[src/rtl/mix_g_serial_pkg.sv]
package mix_g_serial_pkg;
  localparam int unsigned N_STEPS = 10;
  localparam int unsigned STEP_W  = $clog2(N_STEPS);
  localparam int unsigned N_WORDS = 4;
  localparam int unsigned IDX_W   = $clog2(N_WORDS);

  localparam logic [IDX_W-1:0] W_A = 2'd0;
  localparam logic [IDX_W-1:0] W_B = 2'd1;
  localparam logic [IDX_W-1:0] W_C = 2'd2;
  localparam logic [IDX_W-1:0] W_D = 2'd3;

  typedef enum logic [1:0] {OP_ADD_REG, OP_ADD_MK, OP_XROT} op_e;

  typedef struct packed {
    op_e              op;
    logic [IDX_W-1:0] dst;
    logic [IDX_W-1:0] src;
    logic [1:0]       rot;
    logic             mk_hi;
  } step_t;

  function automatic step_t decode_step(logic [STEP_W-1:0] s);
    step_t t;
    t = '{op: OP_ADD_REG, dst: W_A, src: W_B, rot: 2'd0, mk_hi: 1'b0};
    case (s)
      4'd0: t = '{op: OP_ADD_REG, dst: W_A, src: W_B, rot: 2'd0, mk_hi: 1'b0};
      4'd1: t = '{op: OP_ADD_MK,  dst: W_A, src: W_B, rot: 2'd0, mk_hi: 1'b0};
      4'd2: t = '{op: OP_XROT,    dst: W_D, src: W_A, rot: 2'd0, mk_hi: 1'b0};
      4'd3: t = '{op: OP_ADD_REG, dst: W_C, src: W_D, rot: 2'd0, mk_hi: 1'b0};
      4'd4: t = '{op: OP_XROT,    dst: W_B, src: W_C, rot: 2'd1, mk_hi: 1'b0};
      4'd5: t = '{op: OP_ADD_REG, dst: W_A, src: W_B, rot: 2'd0, mk_hi: 1'b1};
      4'd6: t = '{op: OP_ADD_MK,  dst: W_A, src: W_B, rot: 2'd0, mk_hi: 1'b1};
      4'd7: t = '{op: OP_XROT,    dst: W_D, src: W_A, rot: 2'd2, mk_hi: 1'b1};
      4'd8: t = '{op: OP_ADD_REG, dst: W_C, src: W_D, rot: 2'd0, mk_hi: 1'b1};
      4'd9: t = '{op: OP_XROT,    dst: W_B, src: W_C, rot: 2'd3, mk_hi: 1'b1};
      default: ;
    endcase
    return t;
  endfunction
endpackage

[src/rtl/mix_ctrl.sv]
module mix_ctrl
  import mix_g_serial_pkg::*;
(
  input  logic              clk_i,
  input  logic              rst_ni,
  input  logic              start_i,
  output logic              busy_o,
  output logic              done_o,
  output logic              load_o,
  output logic [STEP_W-1:0] step_o
);
  localparam logic [STEP_W-1:0] LAST = STEP_W'(N_STEPS - 1);

  assign load_o = start_i && !busy_o;

  always_ff @(posedge clk_i or negedge rst_ni) begin
    if (!rst_ni) begin
      busy_o <= 1'b0;
      done_o <= 1'b0;
      step_o <= '0;
    end else begin
      done_o <= 1'b0;
      if (busy_o) begin
        if (step_o == LAST) begin
          busy_o <= 1'b0;
          done_o <= 1'b1;
          step_o <= '0;
        end else begin
          step_o <= step_o + 1'b1;
        end
      end else if (start_i) begin
        busy_o <= 1'b1;
        step_o <= '0;
      end
    end
  end

  a_r2_start_accept: assert property (@(posedge clk_i) disable iff (!rst_ni)
    start_i && !busy_o |=> busy_o && step_o == '0);
  a_r3_step_range: assert property (@(posedge clk_i) disable iff (!rst_ni)
    busy_o |-> step_o <= LAST);
  a_r7_busy_continues: assert property (@(posedge clk_i) disable iff (!rst_ni)
    busy_o && step_o != LAST |=> busy_o && step_o == $past(step_o) + 1'b1);
  a_r6_done_single: assert property (@(posedge clk_i) disable iff (!rst_ni)
    done_o |=> !done_o);
  a_r6_done_not_busy: assert property (@(posedge clk_i) disable iff (!rst_ni)
    done_o |-> !busy_o);
  a_r6_done_after_last: assert property (@(posedge clk_i) disable iff (!rst_ni)
    busy_o && step_o == LAST |=> done_o);
endmodule

[src/rtl/mix_regfile.sv]
module mix_regfile #(
  parameter int unsigned W = 32,
  parameter int unsigned N = 4,
  localparam int unsigned AW = $clog2(N)
) (
  input  logic              clk_i,
  input  logic              rst_ni,
  input  logic              load_i,
  input  logic [N-1:0][W-1:0] load_data_i,
  input  logic              we_i,
  input  logic [AW-1:0]     waddr_i,
  input  logic [W-1:0]      wdata_i,
  input  logic [AW-1:0]     raddr0_i,
  input  logic [AW-1:0]     raddr1_i,
  output logic [W-1:0]      rdata0_o,
  output logic [W-1:0]      rdata1_o,
  output logic [N-1:0][W-1:0] words_o
);
  logic [N-1:0] wsel;

  for (genvar g = 0; g < N; g++) begin : g_word
    assign wsel[g] = we_i && (waddr_i == AW'(g));
    always_ff @(posedge clk_i or negedge rst_ni) begin
      if (!rst_ni)      words_o[g] <= '0;
      else if (load_i)  words_o[g] <= load_data_i[g];
      else if (wsel[g]) words_o[g] <= wdata_i;
    end
  end

  assign rdata0_o = words_o[raddr0_i];
  assign rdata1_o = words_o[raddr1_i];

  a_r3_one_write: assert property (@(posedge clk_i) disable iff (!rst_ni)
    $onehot0(wsel) && !(load_i && we_i));
endmodule

[src/rtl/mix_alu.sv]
module mix_alu
  import mix_g_serial_pkg::*;
#(
  parameter int unsigned W    = 32,
  parameter int unsigned ROT0 = 16,
  parameter int unsigned ROT1 = 12,
  parameter int unsigned ROT2 = 8,
  parameter int unsigned ROT3 = 7
) (
  input  op_e        op_i,
  input  logic [1:0] rot_i,
  input  logic       mk_hi_i,
  input  logic [W-1:0] x_i,
  input  logic [W-1:0] y_i,
  input  logic [W-1:0] m0_i,
  input  logic [W-1:0] m1_i,
  input  logic [W-1:0] k0_i,
  input  logic [W-1:0] k1_i,
  output logic [W-1:0] res_o
);
  logic [W-1:0]      mk, add_b, sum, xr;
  logic [3:0][W-1:0] rots;

  // message/constant XOR unit: the pairing swaps in the second half
  assign mk    = mk_hi_i ? (m1_i ^ k0_i) : (m0_i ^ k1_i);
  assign add_b = (op_i == OP_ADD_MK) ? mk : y_i;
  assign sum   = x_i + add_b;
  assign xr    = x_i ^ y_i;

  for (genvar g = 0; g < 4; g++) begin : g_rot
    localparam int unsigned AMT = (g == 0) ? ROT0 : (g == 1) ? ROT1 :
                                  (g == 2) ? ROT2 : ROT3;
    assign rots[g] = (xr >> AMT) | (xr << (W - AMT));
  end

  assign res_o = (op_i == OP_XROT) ? rots[rot_i] : sum;
endmodule

[src/rtl/mix_g_serial.sv]
module mix_g_serial
  import mix_g_serial_pkg::*;
#(
  parameter int unsigned W = 32
) (
  input  logic         clk_i,
  input  logic         rst_ni,
  input  logic         start_i,
  input  logic [W-1:0] a_i,
  input  logic [W-1:0] b_i,
  input  logic [W-1:0] c_i,
  input  logic [W-1:0] d_i,
  input  logic [W-1:0] m0_i,
  input  logic [W-1:0] m1_i,
  input  logic [W-1:0] k0_i,
  input  logic [W-1:0] k1_i,
  output logic         busy_o,
  output logic         done_o,
  output logic [W-1:0] res_o,
  output logic [W-1:0] a_o,
  output logic [W-1:0] b_o,
  output logic [W-1:0] c_o,
  output logic [W-1:0] d_o
);
  logic                       load;
  logic [STEP_W-1:0]          step;
  step_t                      cur;
  logic [W-1:0]               x, y, alu_res;
  logic [W-1:0]               m0_q, m1_q, k0_q, k1_q;
  logic [N_WORDS-1:0][W-1:0]  words;

  mix_ctrl u_ctrl (
    .clk_i   (clk_i),
    .rst_ni  (rst_ni),
    .start_i (start_i),
    .busy_o  (busy_o),
    .done_o  (done_o),
    .load_o  (load),
    .step_o  (step)
  );

  assign cur = decode_step(step);

  mix_regfile #(.W(W), .N(N_WORDS)) u_rf (
    .clk_i       (clk_i),
    .rst_ni      (rst_ni),
    .load_i      (load),
    .load_data_i ({d_i, c_i, b_i, a_i}),
    .we_i        (busy_o),
    .waddr_i     (cur.dst),
    .wdata_i     (alu_res),
    .raddr0_i    (cur.dst),
    .raddr1_i    (cur.src),
    .rdata0_o    (x),
    .rdata1_o    (y),
    .words_o     (words)
  );

  mix_alu #(.W(W)) u_alu (
    .op_i    (cur.op),
    .rot_i   (cur.rot),
    .mk_hi_i (cur.mk_hi),
    .x_i     (x),
    .y_i     (y),
    .m0_i    (m0_q),
    .m1_i    (m1_q),
    .k0_i    (k0_q),
    .k1_i    (k1_q),
    .res_o   (alu_res)
  );

  always_ff @(posedge clk_i or negedge rst_ni) begin
    if (!rst_ni) begin
      m0_q  <= '0;
      m1_q  <= '0;
      k0_q  <= '0;
      k1_q  <= '0;
      res_o <= '0;
    end else begin
      if (load) begin
        m0_q <= m0_i;
        m1_q <= m1_i;
        k0_q <= k0_i;
        k1_q <= k1_i;
      end
      if (busy_o) res_o <= alu_res;
    end
  end

  assign a_o = words[W_A];
  assign b_o = words[W_B];
  assign c_o = words[W_C];
  assign d_o = words[W_D];

  a_r10_idle_hold: assert property (@(posedge clk_i) disable iff (!rst_ni)
    !busy_o && !start_i |=> $stable(res_o) && $stable(words));
  a_r7_mk_held: assert property (@(posedge clk_i) disable iff (!rst_ni)
    busy_o |=> $stable(m0_q) && $stable(m1_q) && $stable(k0_q) && $stable(k1_q));
  a_r5_res_written: assert property (@(posedge clk_i) disable iff (!rst_ni)
    busy_o |=> res_o == words[$past(cur.dst)]);
endmodule

[config.mk]
export PLATFORM = sky130hd
export DESIGN_NAME = mix_g_serial
export DESIGN_NICKNAME = d
export VERILOG_FILES = /design/src/rtl/mix_g_serial_pkg.sv /design/src/rtl/mix_ctrl.sv /design/src/rtl/mix_regfile.sv /design/src/rtl/mix_alu.sv /design/src/rtl/mix_g_serial.sv
export SDC_FILE = /design/constraint.sdc
export NUM_CORES = 1
export LEC_CHECK = 0
export BUFFER_PORTS_ARGS = -buffer_cell sky130_fd_sc_hd__buf_2
export CORE_UTILIZATION = 35
export DETAILED_ROUTE_END_ITERATION = 8
export PLACE_DENSITY = 0.59
export SLEW_MARGIN = 40
export SYNTH_ARGS = -nofsm -noshare
export SYNTH_HDL_FRONTEND = slang
export SYNTH_SLANG_ARGS = --single-unit
[constraint.sdc]
create_clock -name clk_i -period 4.9 [get_ports clk_i]
set_clock_uncertainty 0.2 [all_clocks]
set_input_delay 0 -clock clk_i [delete_from_list [all_inputs] [get_ports clk_i]]
set_output_delay 0 -clock clk_i [all_outputs]
set_load 0.01 [all_outputs]
; After elaboration in Yosys (flattened, before gate mapping)
; Index checks and enable logic that the tools add are counted.
[totals]
reg_bits = 294
inputBits = 259
out_inout_bits = 162
word_cells = 76
[op_classes]
add_sub_neg = 2
n_lt_le_gt_ge = 3
eq_ne = 14
mux = 26
n_bitwise = 7
reduce_logical = 12
[op_table]
columns = cell, n
row1 = 32-bit two-way mux, 14
row2 = 32-bit binary-select mux with 2-bit select, 3
row3 = 32-bit bitwise XOR, 3
row4 = 9-bit one-hot mux with 9 select lines, 1
row5 = 32-bit adder, 1
row6 = 16-bit by 32-bit bitwise OR with 32-bit output, 1
row7 = 20-bit by 32-bit bitwise OR with 32-bit output, 1
row8 = 24-bit by 32-bit bitwise OR with 32-bit output, 1
row9 = 25-bit by 32-bit bitwise OR with 32-bit output, 1
row10 = 4-bit by 3-bit equality test with 1-bit output (second input constant), 4
row11 = 4-bit two-way mux, 3
row12 = 2-bit nonzero test, 5
row13 = 2-bit by 3-bit less-than comparator with 1-bit output (second input constant), 3
row14 = 4-bit by 2-bit equality test with 1-bit output (second input constant), 2
row15 = 4-bit equality test (second input constant), 2
row16 = 2-bit equality test (second input constant), 3
row17 = 1-bit logical AND, 5
row18 = 1-bit two-way mux, 5
row19 = 4-bit by 1-bit adder with 4-bit output (second input constant), 1
row20 = 2-bit by 1-bit equality test with 1-bit output (second input constant), 2
row21 = 4-bit by 1-bit equality test with 1-bit output (second input constant), 1
row22 = 2-bit logical NOT, 1
row23 = 1-bit logical NOT, 1

; Depth between registers and ports, before layout
[depth]
depth_word = 11
depth_mapped = 22
depth_no_buf = 19

; Modules after synthesis
; A second synthesis with hierarchy kept.
[hier_totals]
cells_unflattened = 1681
area_unflattened_um2 = 18475.2
[by_module_without_submodules]
columns = mod, instances, cells_each, area_per_inst_um2, seq_area_each_um2
row1 = mix_regfile, 1, 661, 7686.1, 3203.1
row2 = mix_g_serial, 1, 365, 6097.1, 4003.8
row3 = mix_alu, 1, 624, 4388.0, 0.0
row4 = mix_ctrl, 1, 31, 304.0, 150.1

; Worst setup path before layout
; No wires, ideal clock.
[synth_timing]
path_kind = register to register
startpoint = register u_ctrl.step_o[1]
endpoint = register u_rf.words_o[116] in the netlist's numbering
setup_time_ps = 137
arrival_time_ps = 4707
required_ps = 4563
path_slack_ps = -144
path_stages_with_launch = 21
n_path_buf = 5
synth_period_minus_slack_ps = 5044
path_cell_list = dfrtp_1 buf_4 nor4b_4 buf_2 nor2_1 clkbuf_1 buf_1 clkbuf_1 o21a_1 ha_1 fa_1 a21oi_1 o211ai_1 a221oi_1 o22ai_1 nor2b_1 nor2_1 o41ai_1 xor2_1 o211a_1 a21oi_1
[synth_via]
elab_chain_cells = 11
word_cells_on_any_way = 32
classes_between = 1 x add/sub / 12 x eq/ne / 12 x mux / 5 x bitwise / 2 x reduce/logical
[synth_lines]
columns = element, line_no
row1 = start: declaration, mix_ctrl.sv:10  ; output logic [STEP_W-1:0] step_o
row2 = start signal: assignment, mix_ctrl.sv:29  ; step_o <= step_o + 1'b1;
row3 = "4-bit equality test, or another cell as far along", mix_g_serial_pkg.sv:25  ; case (s)
row4 = 9-bit one-hot mux with 9 select lines *, mix_g_serial_pkg.sv:25
row5 = "parallel branches: the longest is 9 deep, another holds 32-bit adder", --
row6 = end signal: indexed assignment, mix_regfile.sv:25  ; else if (load_i) words_o[g] <= load_data_i[g];
row7 = end signal: indexed assignment, mix_regfile.sv:26  ; else if (wsel[g]) words_o[g] <= wdata_i;
row8 = end: declaration, mix_regfile.sv:17  ; output logic [N-1:0][W-1:0] words_o
; Mark *: on every way between the ends. The select of a mux whose other input is x is not followed.
; A chain may end at the register's enable or synchronous reset.

; Worst setup path in the final report
[layout_timing]
startpoint = register u_ctrl.step_o[1]
endpoint = register res_o[11]
[layout_via]
elab_chain_cells = 9
word_cells_on_any_way = 27
classes_between = 1 x add/sub / 11 x eq/ne / 10 x mux / 5 x bitwise
[layout_lines]
columns = element, line_no
row1 = "4-bit equality test, or another cell as far along", mix_g_serial_pkg.sv:25
row2 = 9-bit one-hot mux with 9 select lines *, mix_g_serial_pkg.sv:25
row3 = "parallel branches: the longest is 6 deep, another holds 32-bit adder", --
row4 = 32-bit two-way mux *, mix_alu.sv:36  ; assign res_o = (op_i == OP_XROT) ? rots[rot_i] : sum;
row5 = end signal: assignment, mix_g_serial.sv:86  ; if (busy_o) res_o <= alu_res;
row6 = end: declaration, mix_g_serial.sv:19  ; output logic [W-1:0] res_o,
; Marks and branches as above.

==> key figures <==
Run status
  • Status: completed

Worst setup path
  • Crit-path cells: buf_4 > and4bb_1 > nor3_4 > buf_6 > buf_12 > buf_4 > a211oi_2 > a31oi_4 > nand2_1 > o21ai_0 > ha_1 > buf_4 > a21oi_1 > o21ai_0 > or2_2 > a21o_1 > a21oi_1 > xnor2_1 > nand2_1 > o311a_1 > a21oi_1
  • Critical path peak fanout: 15
  • Slowest-stage cell, CP: dfrtp_1
  • Worst EP arrival: 4900 ps
  • CP Launch Type: register
  • Type of the worst setup path: register to register
  • CP peak stage delay: 440 ps
  • Worst r2r path cells: 21
  • Critical Path RT: 5110 ps
  • Crit path capture type: register

Die
  • Chip height: approximately 230 um
  • Initial Util: 0.355
  • Die X: 233 um
  • IO Pins: 421
  • Core area: 0.0527 sq mm
  • Die area: ~0.054 sq mm
  • # rows: 84

Timing
  • Final worst setup slack: 216 ps
  • Hold Vio Cnt, Final: 0
  • Final worst-path cycle share: 0.956
  • Pins Over Slew Limit: 0
  • Minimum clock period: around 4700 ps
  • Fmax: 213 MHz
  • Rel. slew slack: 0.483
  • Setup Viol. Count Final: 0
  • Slew at the pin closest to its max-slew limit: 775 ps
  • Setup TNS: 0 ps
  • RSZ-0062 raised after global routing: false

Synthesis
  • Leading area contributor after synthesis: dfrtp_1
  • Top_reg_cell synth: dfrtp_1
  • FF+latch count, synth: 294
  • Syn Area/Cell: about 8.1 sq um
  • Syn Inst Count: 2302
  • EDFF count, synth: 0
  • Seq/Total Area, Yosys: 0.394
  • Yosys cell types: 84
  • Synth cell count leaders: nand2_1, dfrtp_1, a21oi_1, nor2_1, o22ai_1
  • Yosys top cell area share: 0.394
  • Top post-synthesis cells by area: dfrtp_1, nand2_1, a21oi_1
  • Post-Synthesis Cell Area: 0.0187 sq mm
  • Count leader, synth: nand2_1
  • Mapped Nets: 2593
  • Async set-reset flop share out of synthesis: 1.00
  • Yosys Warn Count: 0

Routing
  • Via count: 22000
  • WL final: 93000 um
  • Antenna Nets Post-Route: 0
  • Residual DRC: 0
  • Mean routed wirelength per cell: around 23 um
  • Iteration-0 DRC Markers: 1810
  • DRT Pass-1 Iters: 6
  • Vias/cell: 5.52

Final layout
  • Area of the multi-input gates: approximately 0.011 sq mm
  • Utilization after layout: 0.543
  • Final non-filler cell area: 0.0286 sq mm
  • Share of cells above drive strength 1: 0.260
  • Sequential cell area: around 0.0074 sq mm
  • Fillers: 4729
  • Synth-to-layout area growth: 53.0%
  • Layout Nets: between 3000 and 4000

Place
  • Input/output buffers: 420
  • Gpl congestion: 1.03
  • HPWL Detailed: 65300 um
  • Setup WS pre-CTS: -9.42 ps
  • Post-place instance area: around 0.023 sq mm

CTS
  • Root Buffer: clkbuf_16
  • Longest Clk Path Bufs: 3
  • CTS HTree Levels: 2
  • Num CTS Buffers: 35
  • Clk sinks: 294
  • Worst skew pair latency: 580 ps
  • Worst-path clk slew: 60 ps
  • CTS tree: done

Global route
  • Largest net degree at the start of global routing: 141
  • First-pass GRT wire length: 135000 um
  • GRT overflow: 0
  • Initial antenna violation count: 5
  • All-layer global routing usage: 0.333
  • Vias in the first global route: 21700

Worst hold path
  • Hold depth: 4
  • Hold Crit Class: input port to register

Flow run
  • Max cap viols: 0
## path summary, 6_finish.rpt
kind	startpoint	to	slack, ps
max	u_ctrl.step_o[1]$_DFFE_PN0P_	res_o[11]$_DFFE_PN0P_	220
min	k0_i[26]	k0_q[26]$_DFFE_PN0P_	9
max reg2reg	u_ctrl.step_o[1]$_DFFE_PN0P_	res_o[11]$_DFFE_PN0P_	220
min reg2reg	res_o[21]$_DFFE_PN0P_	res_o[21]$_DFFE_PN0P_	280
max in group asynchronous	rst_ni	m1_q[9]$_DFFE_PN0P_	3350
min in group asynchronous	rst_ni	u_ctrl.step_o[3]$_DFFE_PN0P_	460
## registers in the layout, indices dropped and copies added (netlist names)
name	flops
m0_q	32
u_ctrl.step_o	4
u_rf.words_o	128
u_ctrl.done_o	1
m1_q	32
res_o	32
k1_q	32
u_ctrl.busy_o	1
k0_q	32
## worst max-delay path: cells and delay by family (launching register included)
family	cells	cell delay, ps
compound gates	9	1460
xor+xnor	1	90
fa+ha+maj	1	270
buf+inv	5	830
flops	1	440
simple gates	5	1210
## cells by family (layout without fill, tap and decap cells)
| kind of cell | count (synthesis) | count (layout) | share of synthesized area |
|---|---|---|---|
| xor+xnor | 152 | 152 | 0.0717 |
| fa+ha+maj | 32 | 32 | 0.0218 |
| flops | 294 | 294 | 0.394 |
| simple gates | 904 | 904 | 0.202 |
| mux | 30 | 30 | 0.0184 |
| other cells | 0 | 5 | 0 |
| compound gates | 715 | 715 | 0.249 |
| buf+inv | 175 | 1168 | 0.0433 |
## routing by layer
metal  GRT usage  vias to the layer above  share of wire
met2       0.536                     1146           0.46
met5           0                        -              0
met1       0.446                    10700           0.43
met3      0.0673                      190          0.083
met4       0.105                        0          0.031
li1            -                     9993              -
## per-stage QoR
step / hold slack [ps] / std cells
CTS: 0.242 / 3972
floorplan: -496 / 2302
finish: 9.17 / 3988
global route: 20.2 / 3987
detailed placement: -191 / 3495
global placement: -196 / 3494
## placed cells by master, fill, tap and decap left out, types with 8 or more instances in the layout
cell           netlist  layout
inv_1               14      14
buf_2               24     419
o22ai_1            132     131
a31oi_4             10      10
o21ai_1             23      26
o211ai_1             8       8
nand3_1             15      15
xnor2_1             83      83
buf_12               0       9
a211oi_1            34      31
a31oi_1             23      23
o21bai_1             8       8
o21ai_0            115     111
a21o_1              15      15
nor2_2               4       9
nor2_1             182     174
a211oi_2             9      12
a31oi_2              8       8
and3_1              22      22
nor3_1              15      14
nand2_1            584     581
o21a_1              29      29
dlygate4sd3_1        0     413
a21oi_1            228     214
mux2i_1             22      22
clkinv_2             0       8
nor2b_1             30      29
ha_1                31      30
dfrtp_1            294     291
clkbuf_16            0      37
or3_1               13      13
buf_4                6     241
xor2_1              68      67
a21oi_2              0      14
## layout make-up
cell class	count	area share
repair buffers	1091	0.293
flip-flops and latches	294	0.258
clock inverters	15	0.00687
multi-input cells	1833	0.375
inverters	15	0.00197
clock buffers	47	0.0351
well taps	688	0.0301
diodes	5	0.000438
## timing repair
action / 4_1_cts / 5_1_grt
buffers inserted: 1 / 10
cloned: 0 / 1
pin swaps: 1 / 7
resized for setup: 5 / 43
endpoints found under the hold margin: 555 / 0
hold buffers: 414 / 0
setup endpoints to repair: 16 / 52
Power is left out: the tool's default activity adds up to more than one toggle a clock period on the data nets, which glitch-free logic cannot reach.
